==> config.mk <==
export PLATFORM = sky130hd
export DESIGN_NAME = pwm_action_qual
export DESIGN_NICKNAME = d
export VERILOG_FILES = /design/src/rtl/pwm_aq_pkg.sv /design/src/rtl/pwm_aq_regs.sv /design/src/rtl/pwm_aq_events.sv /design/src/rtl/pwm_aq_force.sv /design/src/rtl/pwm_aq_channel.sv /design/src/rtl/pwm_action_qual.sv
export SDC_FILE = /design/constraint.sdc
export NUM_CORES = 1
export LEC_CHECK = 0
export ABC_AREA = 1
export BUFFER_PORTS_ARGS = -buffer_cell sky130_fd_sc_hd__buf_4
export CORE_ASPECT_RATIO = 1.2
export CORE_UTILIZATION = 52
export DETAILED_ROUTE_END_ITERATION = 8
export GPL_ROUTABILITY_DRIVEN = 1
export GPL_TIMING_DRIVEN = 0
export PLACE_DENSITY_LB_ADDON = 0.08
export SLEW_MARGIN = 20
export SYNTH_ARGS = -nofsm -noshare
export SYNTH_HDL_FRONTEND = slang
export SYNTH_SLANG_ARGS = --single-unit
==> constraint.sdc <==
create_clock -name clk -period 1.95 [get_ports clk]
set_clock_uncertainty 0.15 [all_clocks]
set_input_delay 0.39 -clock clk [delete_from_list [all_inputs] [get_ports clk]]
set_output_delay 0.39 -clock clk [all_outputs]
set_load 0.02 [all_outputs]
==> src/rtl/pwm_aq_pkg.sv <==
package pwm_aq_pkg;
  localparam int NUM_OUT = 2;

  typedef enum logic [1:0] {
    ACT_NONE   = 2'b00,
    ACT_LOW    = 2'b01,
    ACT_HIGH   = 2'b10,
    ACT_TOGGLE = 2'b11
  } aq_act_e;

  typedef enum logic [1:0] {
    RLD_ZERO   = 2'b00,
    RLD_PERIOD = 2'b01,
    RLD_EITHER = 2'b10,
    RLD_NOW    = 2'b11
  } aq_reload_e;

  // action field positions inside an action register
  localparam int FLD_ZERO = 0;
  localparam int FLD_PRD  = 2;
  localparam int FLD_CMPA = 4;
  localparam int FLD_CMPB = 8;
  // reload field position inside the force-control register
  localparam int FLD_RELOAD = 6;

  localparam logic [2:0] ADDR_ACT_A  = 3'd0;
  localparam logic [2:0] ADDR_ACT_B  = 3'd1;
  localparam logic [2:0] ADDR_CMP_A  = 3'd2;
  localparam logic [2:0] ADDR_CMP_B  = 3'd3;
  localparam logic [2:0] ADDR_FRC_SH = 3'd4;
  localparam logic [2:0] ADDR_FRC_CT = 3'd5;

  typedef struct packed {
    logic zero;
    logic period;
    logic cmp_a;
    logic cmp_b;
  } aq_events_t;

  function automatic logic apply_act(aq_act_e act, logic cur);
    case (act)
      ACT_LOW:    return 1'b0;
      ACT_HIGH:   return 1'b1;
      ACT_TOGGLE: return ~cur;
      default:    return cur;
    endcase
  endfunction
endpackage

==> src/rtl/pwm_aq_regs.sv <==
module pwm_aq_regs
  import pwm_aq_pkg::*;
#(
  parameter int DW = 16
) (
  input  logic                       clk,
  input  logic                       rst_n,
  input  logic                       we,
  input  logic [2:0]                 addr,
  input  logic [DW-1:0]              wdata,
  output logic [NUM_OUT-1:0][DW-1:0] act,
  output logic [NUM_OUT-1:0][DW-1:0] cmp,
  output logic [2*NUM_OUT-1:0]       frc_shadow,
  output aq_reload_e                 reload_sel
);
  localparam int FW = 2 * NUM_OUT;

  always_ff @(posedge clk) begin
    if (!rst_n) begin
      act        <= '0;
      cmp        <= '0;
      frc_shadow <= '0;
      reload_sel <= RLD_ZERO;
    end else if (we) begin
      case (addr)
        ADDR_ACT_A:  act[0]     <= wdata;
        ADDR_ACT_B:  act[1]     <= wdata;
        ADDR_CMP_A:  cmp[0]     <= wdata;
        ADDR_CMP_B:  cmp[1]     <= wdata;
        ADDR_FRC_SH: frc_shadow <= wdata[FW-1:0];
        ADDR_FRC_CT: reload_sel <= aq_reload_e'(wdata[FLD_RELOAD +: 2]);
        default: ;
      endcase
    end
  end

  // a write to a compare register lands the next cycle
  a_r10_cmp_a_write: assert property (@(posedge clk) disable iff (!rst_n)
    (we && addr == ADDR_CMP_A) |=> (cmp[0] == $past(wdata)));
endmodule

==> src/rtl/pwm_aq_events.sv <==
module pwm_aq_events
  import pwm_aq_pkg::*;
#(
  parameter int DW = 16
) (
  input  logic                       tick,
  input  logic                       evt_zero,
  input  logic                       evt_period,
  input  logic [DW-1:0]              count,
  input  logic                       count_up,
  input  logic [NUM_OUT-1:0][DW-1:0] cmp,
  output aq_events_t                 ev
);
  logic [NUM_OUT-1:0] hit;

  for (genvar i = 0; i < NUM_OUT; i++) begin : g_cmp
    assign hit[i] = tick && count_up && (count == cmp[i]);
  end

  assign ev.zero   = tick && evt_zero;
  assign ev.period = tick && evt_period;
  assign ev.cmp_a  = hit[0];
  assign ev.cmp_b  = hit[1];
endmodule

==> src/rtl/pwm_aq_force.sv <==
module pwm_aq_force
  import pwm_aq_pkg::*;
#(
  parameter int FW = 4
) (
  input  logic          clk,
  input  logic          rst_n,
  input  logic          tick,
  input  logic          evt_zero,
  input  logic          evt_period,
  input  aq_reload_e    reload_sel,
  input  logic [FW-1:0] shadow,
  output logic [FW-1:0] eff
);
  logic [FW-1:0] active_q;
  logic          load;

  always_comb begin
    case (reload_sel)
      RLD_ZERO:   load = tick && evt_zero;
      RLD_PERIOD: load = tick && evt_period;
      RLD_EITHER: load = tick && (evt_zero || evt_period);
      default:    load = 1'b1;
    endcase
  end

  assign eff = load ? shadow : active_q;

  always_ff @(posedge clk) begin
    if (!rst_n) active_q <= '0;
    else        active_q <= eff;
  end

  // outside immediate mode the active force only moves on a tick
  a_r6_active_holds: assert property (@(posedge clk) disable iff (!rst_n)
    (!tick && reload_sel != RLD_NOW) |=> $stable(active_q));
endmodule

==> src/rtl/pwm_aq_channel.sv <==
module pwm_aq_channel
  import pwm_aq_pkg::*;
#(
  parameter int DW = 16
) (
  input  logic          clk,
  input  logic          rst_n,
  input  logic          tick,
  input  aq_events_t    ev,
  input  logic [DW-1:0] act,
  input  logic [1:0]    frc,
  output logic          out
);
  aq_act_e a_zero, a_prd, a_ca, a_cb, sel;
  logic    out_q, nxt;

  assign a_zero = aq_act_e'(act[FLD_ZERO +: 2]);
  assign a_prd  = aq_act_e'(act[FLD_PRD  +: 2]);
  assign a_ca   = aq_act_e'(act[FLD_CMPA +: 2]);
  assign a_cb   = aq_act_e'(act[FLD_CMPB +: 2]);

  // later assignments win: compare A > compare B > period > zero
  always_comb begin
    sel = ACT_NONE;
    if (ev.zero   && a_zero != ACT_NONE) sel = a_zero;
    if (ev.period && a_prd  != ACT_NONE) sel = a_prd;
    if (ev.cmp_b  && a_cb   != ACT_NONE) sel = a_cb;
    if (ev.cmp_a  && a_ca   != ACT_NONE) sel = a_ca;
    nxt = apply_act(sel, out_q);
    if (frc == 2'b01)      nxt = 1'b0;
    else if (frc == 2'b10) nxt = 1'b1;
  end

  always_ff @(posedge clk) begin
    if (!rst_n)    out_q <= 1'b0;
    else if (tick) out_q <= nxt;
  end

  assign out = out_q;

  // no tick, no change
  a_r8_hold_without_tick: assert property (@(posedge clk) disable iff (!rst_n)
    !tick |=> $stable(out));
  // an active force wins over any event
  a_r5_force_low: assert property (@(posedge clk) disable iff (!rst_n)
    (tick && frc == 2'b01) |=> !out);
  a_r5_force_high: assert property (@(posedge clk) disable iff (!rst_n)
    (tick && frc == 2'b10) |=> out);
endmodule

==> src/rtl/pwm_action_qual.sv <==
module pwm_action_qual
  import pwm_aq_pkg::*;
#(
  parameter int DW = 16
) (
  input  logic          clk,
  input  logic          rst_n,
  input  logic          cfg_we,
  input  logic [2:0]    cfg_addr,
  input  logic [DW-1:0] cfg_wdata,
  input  logic          tick,
  input  logic [DW-1:0] count,
  input  logic          count_up,
  input  logic          evt_zero,
  input  logic          evt_period,
  output logic          pwm_a,
  output logic          pwm_b
);
  localparam int FW = 2 * NUM_OUT;

  logic [NUM_OUT-1:0][DW-1:0] act, cmp;
  logic [FW-1:0]              frc_shadow, frc_eff;
  aq_reload_e                 reload_sel;
  aq_events_t                 ev;
  logic [NUM_OUT-1:0]         outs;

  pwm_aq_regs #(.DW(DW)) u_regs (
    .clk(clk), .rst_n(rst_n), .we(cfg_we), .addr(cfg_addr), .wdata(cfg_wdata),
    .act(act), .cmp(cmp), .frc_shadow(frc_shadow), .reload_sel(reload_sel)
  );

  pwm_aq_events #(.DW(DW)) u_events (
    .tick(tick), .evt_zero(evt_zero), .evt_period(evt_period),
    .count(count), .count_up(count_up), .cmp(cmp), .ev(ev)
  );

  pwm_aq_force #(.FW(FW)) u_force (
    .clk(clk), .rst_n(rst_n), .tick(tick), .evt_zero(evt_zero),
    .evt_period(evt_period), .reload_sel(reload_sel),
    .shadow(frc_shadow), .eff(frc_eff)
  );

  for (genvar i = 0; i < NUM_OUT; i++) begin : g_out
    pwm_aq_channel #(.DW(DW)) u_chan (
      .clk(clk), .rst_n(rst_n), .tick(tick), .ev(ev), .act(act[i]),
      .frc(frc_eff[2*i +: 2]), .out(outs[i])
    );
  end

  assign pwm_a = outs[0];
  assign pwm_b = outs[1];

  // reset drives both outputs low
  a_r9_reset_low: assert property (@(posedge clk)
    !rst_n |=> (!pwm_a && !pwm_b));
  // a down-count tick with no zero/period event and no force changes nothing
  a_r3_no_down_compare: assert property (@(posedge clk) disable iff (!rst_n)
    (tick && !count_up && !evt_zero && !evt_period &&
     (frc_eff[1:0] == 2'b00 || frc_eff[1:0] == 2'b11) &&
     (frc_eff[3:2] == 2'b00 || frc_eff[3:2] == 2'b11))
    |=> $stable({pwm_a, pwm_b}));
endmodule

==> results by group <==
Placed design
  • Half-perimeter wire length after placement: 7.19 mm
  • Number of buffers inserted by port buffering: approximately 40
  • GPL Wtd Cong: between 0.8 and 0.9

Floorplan
  • Initial core utilization: 54.8%
  • Row Count: 31
  • Total I/O pin count: between 40 and 50
  • Total die area: between 6000 and 7000 µm²
  • Die extent in y: 90.3 µm
  • Horiz. Die Dim: 75.6 µm
  • Placeable core area: 6170 µm²

Timing
  • Setup repair after global routing missed its margin: yes
  • Period utilization: 116%
  • Fin worst setup slack: -0.320 ns
  • Number of slew-limit violations in the final report: 0
  • Slew @ Worst Pin: approximately 0.63 ns
  • Final Hold Vio Count: 0
  • Number of failing setup endpoints in the final timing report: 2
  • Clock period minus final worst setup slack: around 2.3 ns
  • Max_slew headroom: around 58%
  • Maximum clock rate: roughly 440 MHz
  • Hold WS: 0.131 ns
  • Post-Route Setup TNS: -0.572 ns

Power
  • Maximum resistive drop on vdd: around 0.72 mV
  • Proportion of power drawn by the clock network: between 30% and 40%
  • Combinational share of power: around 17%
  • Switching fraction of total power: 28.1%
  • Internal power component: around 2.1 mW
  • Psw: approximately 830 µW
  • Total leakage power: about 1.9 nW
  • Power per Cell Area: 695 nW/µm²
  • Sequential fraction of design power: between 40 and 50%

Global route
  • Global-route wire length before repair: roughly 15 mm
  • Antenna violations before repair: 0
  • Maximum number of pins on one net before global-route repair: 11
  • Aggregate global-route resource usage: roughly 30%
  • Via count of the first global-routing pass: ~3200
  • Total global routing overflow: 0

Clocking
  • Clock Path Buffers: 2
  • CTS tree: yes
  • Clock latency at the later pin of the worst-skew pair: about 0.35 ns
  • Root cell of the clock tree: sky130_fd_sc_hd__clkbuf_8
  • H-Tree Level Count: 3
  • Clk pin slew, worst setup/hold paths: 0.08 ns
  • Clock sinks: 60
  • Hold buffer count at cts: 0
  • Total CTS buffers: 9

Synthesis
  • Part of the Yosys area used for sequential elements: 35.5%
  • Area share of the leading cell type in the synthesized netlist: 35.5%
  • Cells taking the most area after synthesis: sky130_fd_sc_hd__dfxtp_1 (36%), sky130_fd_sc_hd__nor2_1 (13%), sky130_fd_sc_hd__nand2_1 (11%)
  • Synthesis Warnings: 0
  • Syn_nets: 570
  • Number of distinct library cell variants in the gate-level netlist after synthesis: 32
  • Area leader, netlist: sky130_fd_sc_hd__dfxtp_1
  • Area of the mapped netlist: approximately 3400 µm²
  • Register bit count reported by yosys: 60
  • Post-synthesis area per instance: 6.45 µm²
  • Number of instances in the synthesized netlist: 524

Detailed routing
  • Number of violations reported at the end of detailed-routing iteration 0: 268
  • Average via count per standard cell: roughly 5.4
  • Number of remaining DRC errors: 0
  • Antenna-violating nets left: 0
  • Vias after detailed routing: between 3000 and 4000
  • Initial DRT Pass Iterations: 5
  • Final routed wire length divided by cell count: ~14 µm
  • Total Routed Length: about 9.6 mm

Critical path
  • Worst-path fanout max: 3
  • Crit path kind: reg -> reg
  • Cell-by-cell listing of the critical path: xnor2_2, nand4_1, nor2_2, buf_4, nand4_1, nand2_1, nand2_2, ha_4, nor2_2, nand3_2, nand3_1, nand2_1, nor2_1
  • CP peak stage delay: about 0.33 ns
  • CP startpoint kind: register
  • Slowest cell on the critical path: sky130_fd_sc_hd__dfxtp_1
  • Critical path endpoint category: register
  • Arrival time of data at the critical path endpoint: between 2 and 2.5 ns
  • CP Data Required Time: 2.08 ns

Cells and area
  • Proportion of layout cells with a drive suffix above 1: about a quarter
  • Area Growth Syn to Fin: 25.7%
  • NumNets Final: around 630
  • End-of-flow core utilization: 68.9%
  • Antenna Cells: 0

Run
  • Max-Cap Viols: 0

Hold path
  • Hold WC Path Type: in -> reg

Status
  • Run status: finished with violations
  • Failing checks: setup timing
==> cells in the mapped netlist, drive strengths merged <==
cell,number
nor4,1
nand4,13
nor3,11
clkinv,2
nand2,107
and3,1
nor2,119
o21ai,63
xnor2,1
xor2,9
nand3,23
buf,5
nor3b,4
or2,4
ha,4
clkbuf,7
inv,58
a21oi,30
o22ai,1
dfxtp,60
nand3b,1
==> cells in the final DEF, fill, tap and decap left out, types with 3 or more instances in the layout <==
master / instances
sky130_fd_sc_hd__nor2_1: 106
sky130_fd_sc_hd__nand2_1: 81
sky130_fd_sc_hd__nand2_4: 3
sky130_fd_sc_hd__nor2_4: 5
sky130_fd_sc_hd__nand4_1: 13
sky130_fd_sc_hd__nand2_2: 23
sky130_fd_sc_hd__nand3_2: 3
sky130_fd_sc_hd__inv_2: 12
sky130_fd_sc_hd__dfxtp_2: 14
sky130_fd_sc_hd__buf_2: 4
sky130_fd_sc_hd__xor2_1: 7
sky130_fd_sc_hd__inv_1: 46
sky130_fd_sc_hd__a21oi_1: 29
sky130_fd_sc_hd__nor3_1: 7
sky130_fd_sc_hd__or2_2: 4
sky130_fd_sc_hd__buf_4: 46
sky130_fd_sc_hd__nand3_1: 19
sky130_fd_sc_hd__nor2_2: 8
sky130_fd_sc_hd__dfxtp_1: 45
sky130_fd_sc_hd__clkbuf_8: 11
sky130_fd_sc_hd__nor3b_1: 3
sky130_fd_sc_hd__o21ai_0: 59
sky130_fd_sc_hd__clkbuf_1: 8
==> metal layers <==
| layer | track usage, % | up-vias | part of all wire [%] |
|---|---|---|---|
| li1 | - | 1807 | - |
| met1 | 42.1 | 1623 | 44 |
| met2 | 46.2 | 139 | 46 |
| met3 | 5.36 | 20 | 7.2 |
| met4 | 11.4 | 0 | 2.2 |
| met5 | 0 | - | 0 |
==> layout make-up <==
class                      count  area [µm²]
timing repair buffer          46         345
inverter                      60         230
sequential                    60        1220
buffer                        12        61.3
tap                           82         103
clock buffer                  12         155
multi-input combinational    392        2080
fill                         545        1920
clock inverter                 4        47.5
==> power by group through the flow <==
stage / clock [mW] / sequential [mW] / combinational (mW)
2_1_floorplan: 0 / 1.33 / 0.263
3_3_place_gp: 0 / 1.33 / 0.428
3_5_place_dp: 0 / 1.33 / 0.435
4_1_cts: 1.16 / 1.31 / 0.444
5_1_grt: 1.23 / 1.32 / 0.537
6_report: 1.16 / 1.31 / 0.486
==> timing repair <==
item	CTS	global route
pin swaps	15	38
buffers inserted	2	3
resized for setup	8	61
endpoints found under the hold margin	0	0
endpoints found under the setup margin	2	2
==> state kept, by name, summed over array words and instances (netlist names) <==
signal / count
g_out.u_chan.out: 2
u_force.active_q: 4
u_regs.act: 16
u_regs.cmp: 32
u_regs.frc_shadow: 4
u_regs.reload_sel: 2
==> path summary, 6_finish.rpt <==
kind / startpoint / endpoint / slack (ns) / cells after the start
max: u_regs.cmp[8]$_SDFFE_PN0P_ / g_out[0].u_chan.out$_SDFFE_PN0P_ / -0.32 / 13
min: cfg_wdata[11] / u_regs.cmp[11]$_SDFFE_PN0P_ / 0.13 / 3
max reg2reg: u_regs.cmp[8]$_SDFFE_PN0P_ / g_out[0].u_chan.out$_SDFFE_PN0P_ / -0.32 / 13
min reg2reg: u_regs.cmp[23]$_SDFFE_PN0P_ / u_regs.cmp[23]$_SDFFE_PN0P_ / 0.31 / 2
==> stage by stage <==
stage	instance area (µm²)	power [mW]	setup slack (ns)	instances
6_report	4250	2.95	-0.320	668
5_1_grt	4250	3.08	-0.437	668
4_1_cts	4040	2.91	-0.307	665
3_5_place_dp	3800	1.77	-0.601	647
3_3_place_gp	3800	1.76	-0.546	647
2_1_floorplan	3390	1.59	-0.153	524
==> critical path: cells and delay by family (launching register included) <==
family	cells	cell delay, ns
xor+xnor	1	0.26
fa+ha+maj	1	0.24
buf+inv	1	0.14
flops	1	0.33
simple gates	10	1.09
==> cell families (layout without fill, tap and decap cells) <==
family	after synthesis	in the layout	share of synthesized area (%)
xor gates and xnor gates	10	10	2.59
and+or+nand+nor	284	284	37.9
AOI/OAI and AO/OA	94	94	14.1
buffers and inverters	72	134	8.40
DFF	60	60	35.5
adders and majority gates	4	4	1.48
No activity file was read; power rests on OpenSTA's default activity.
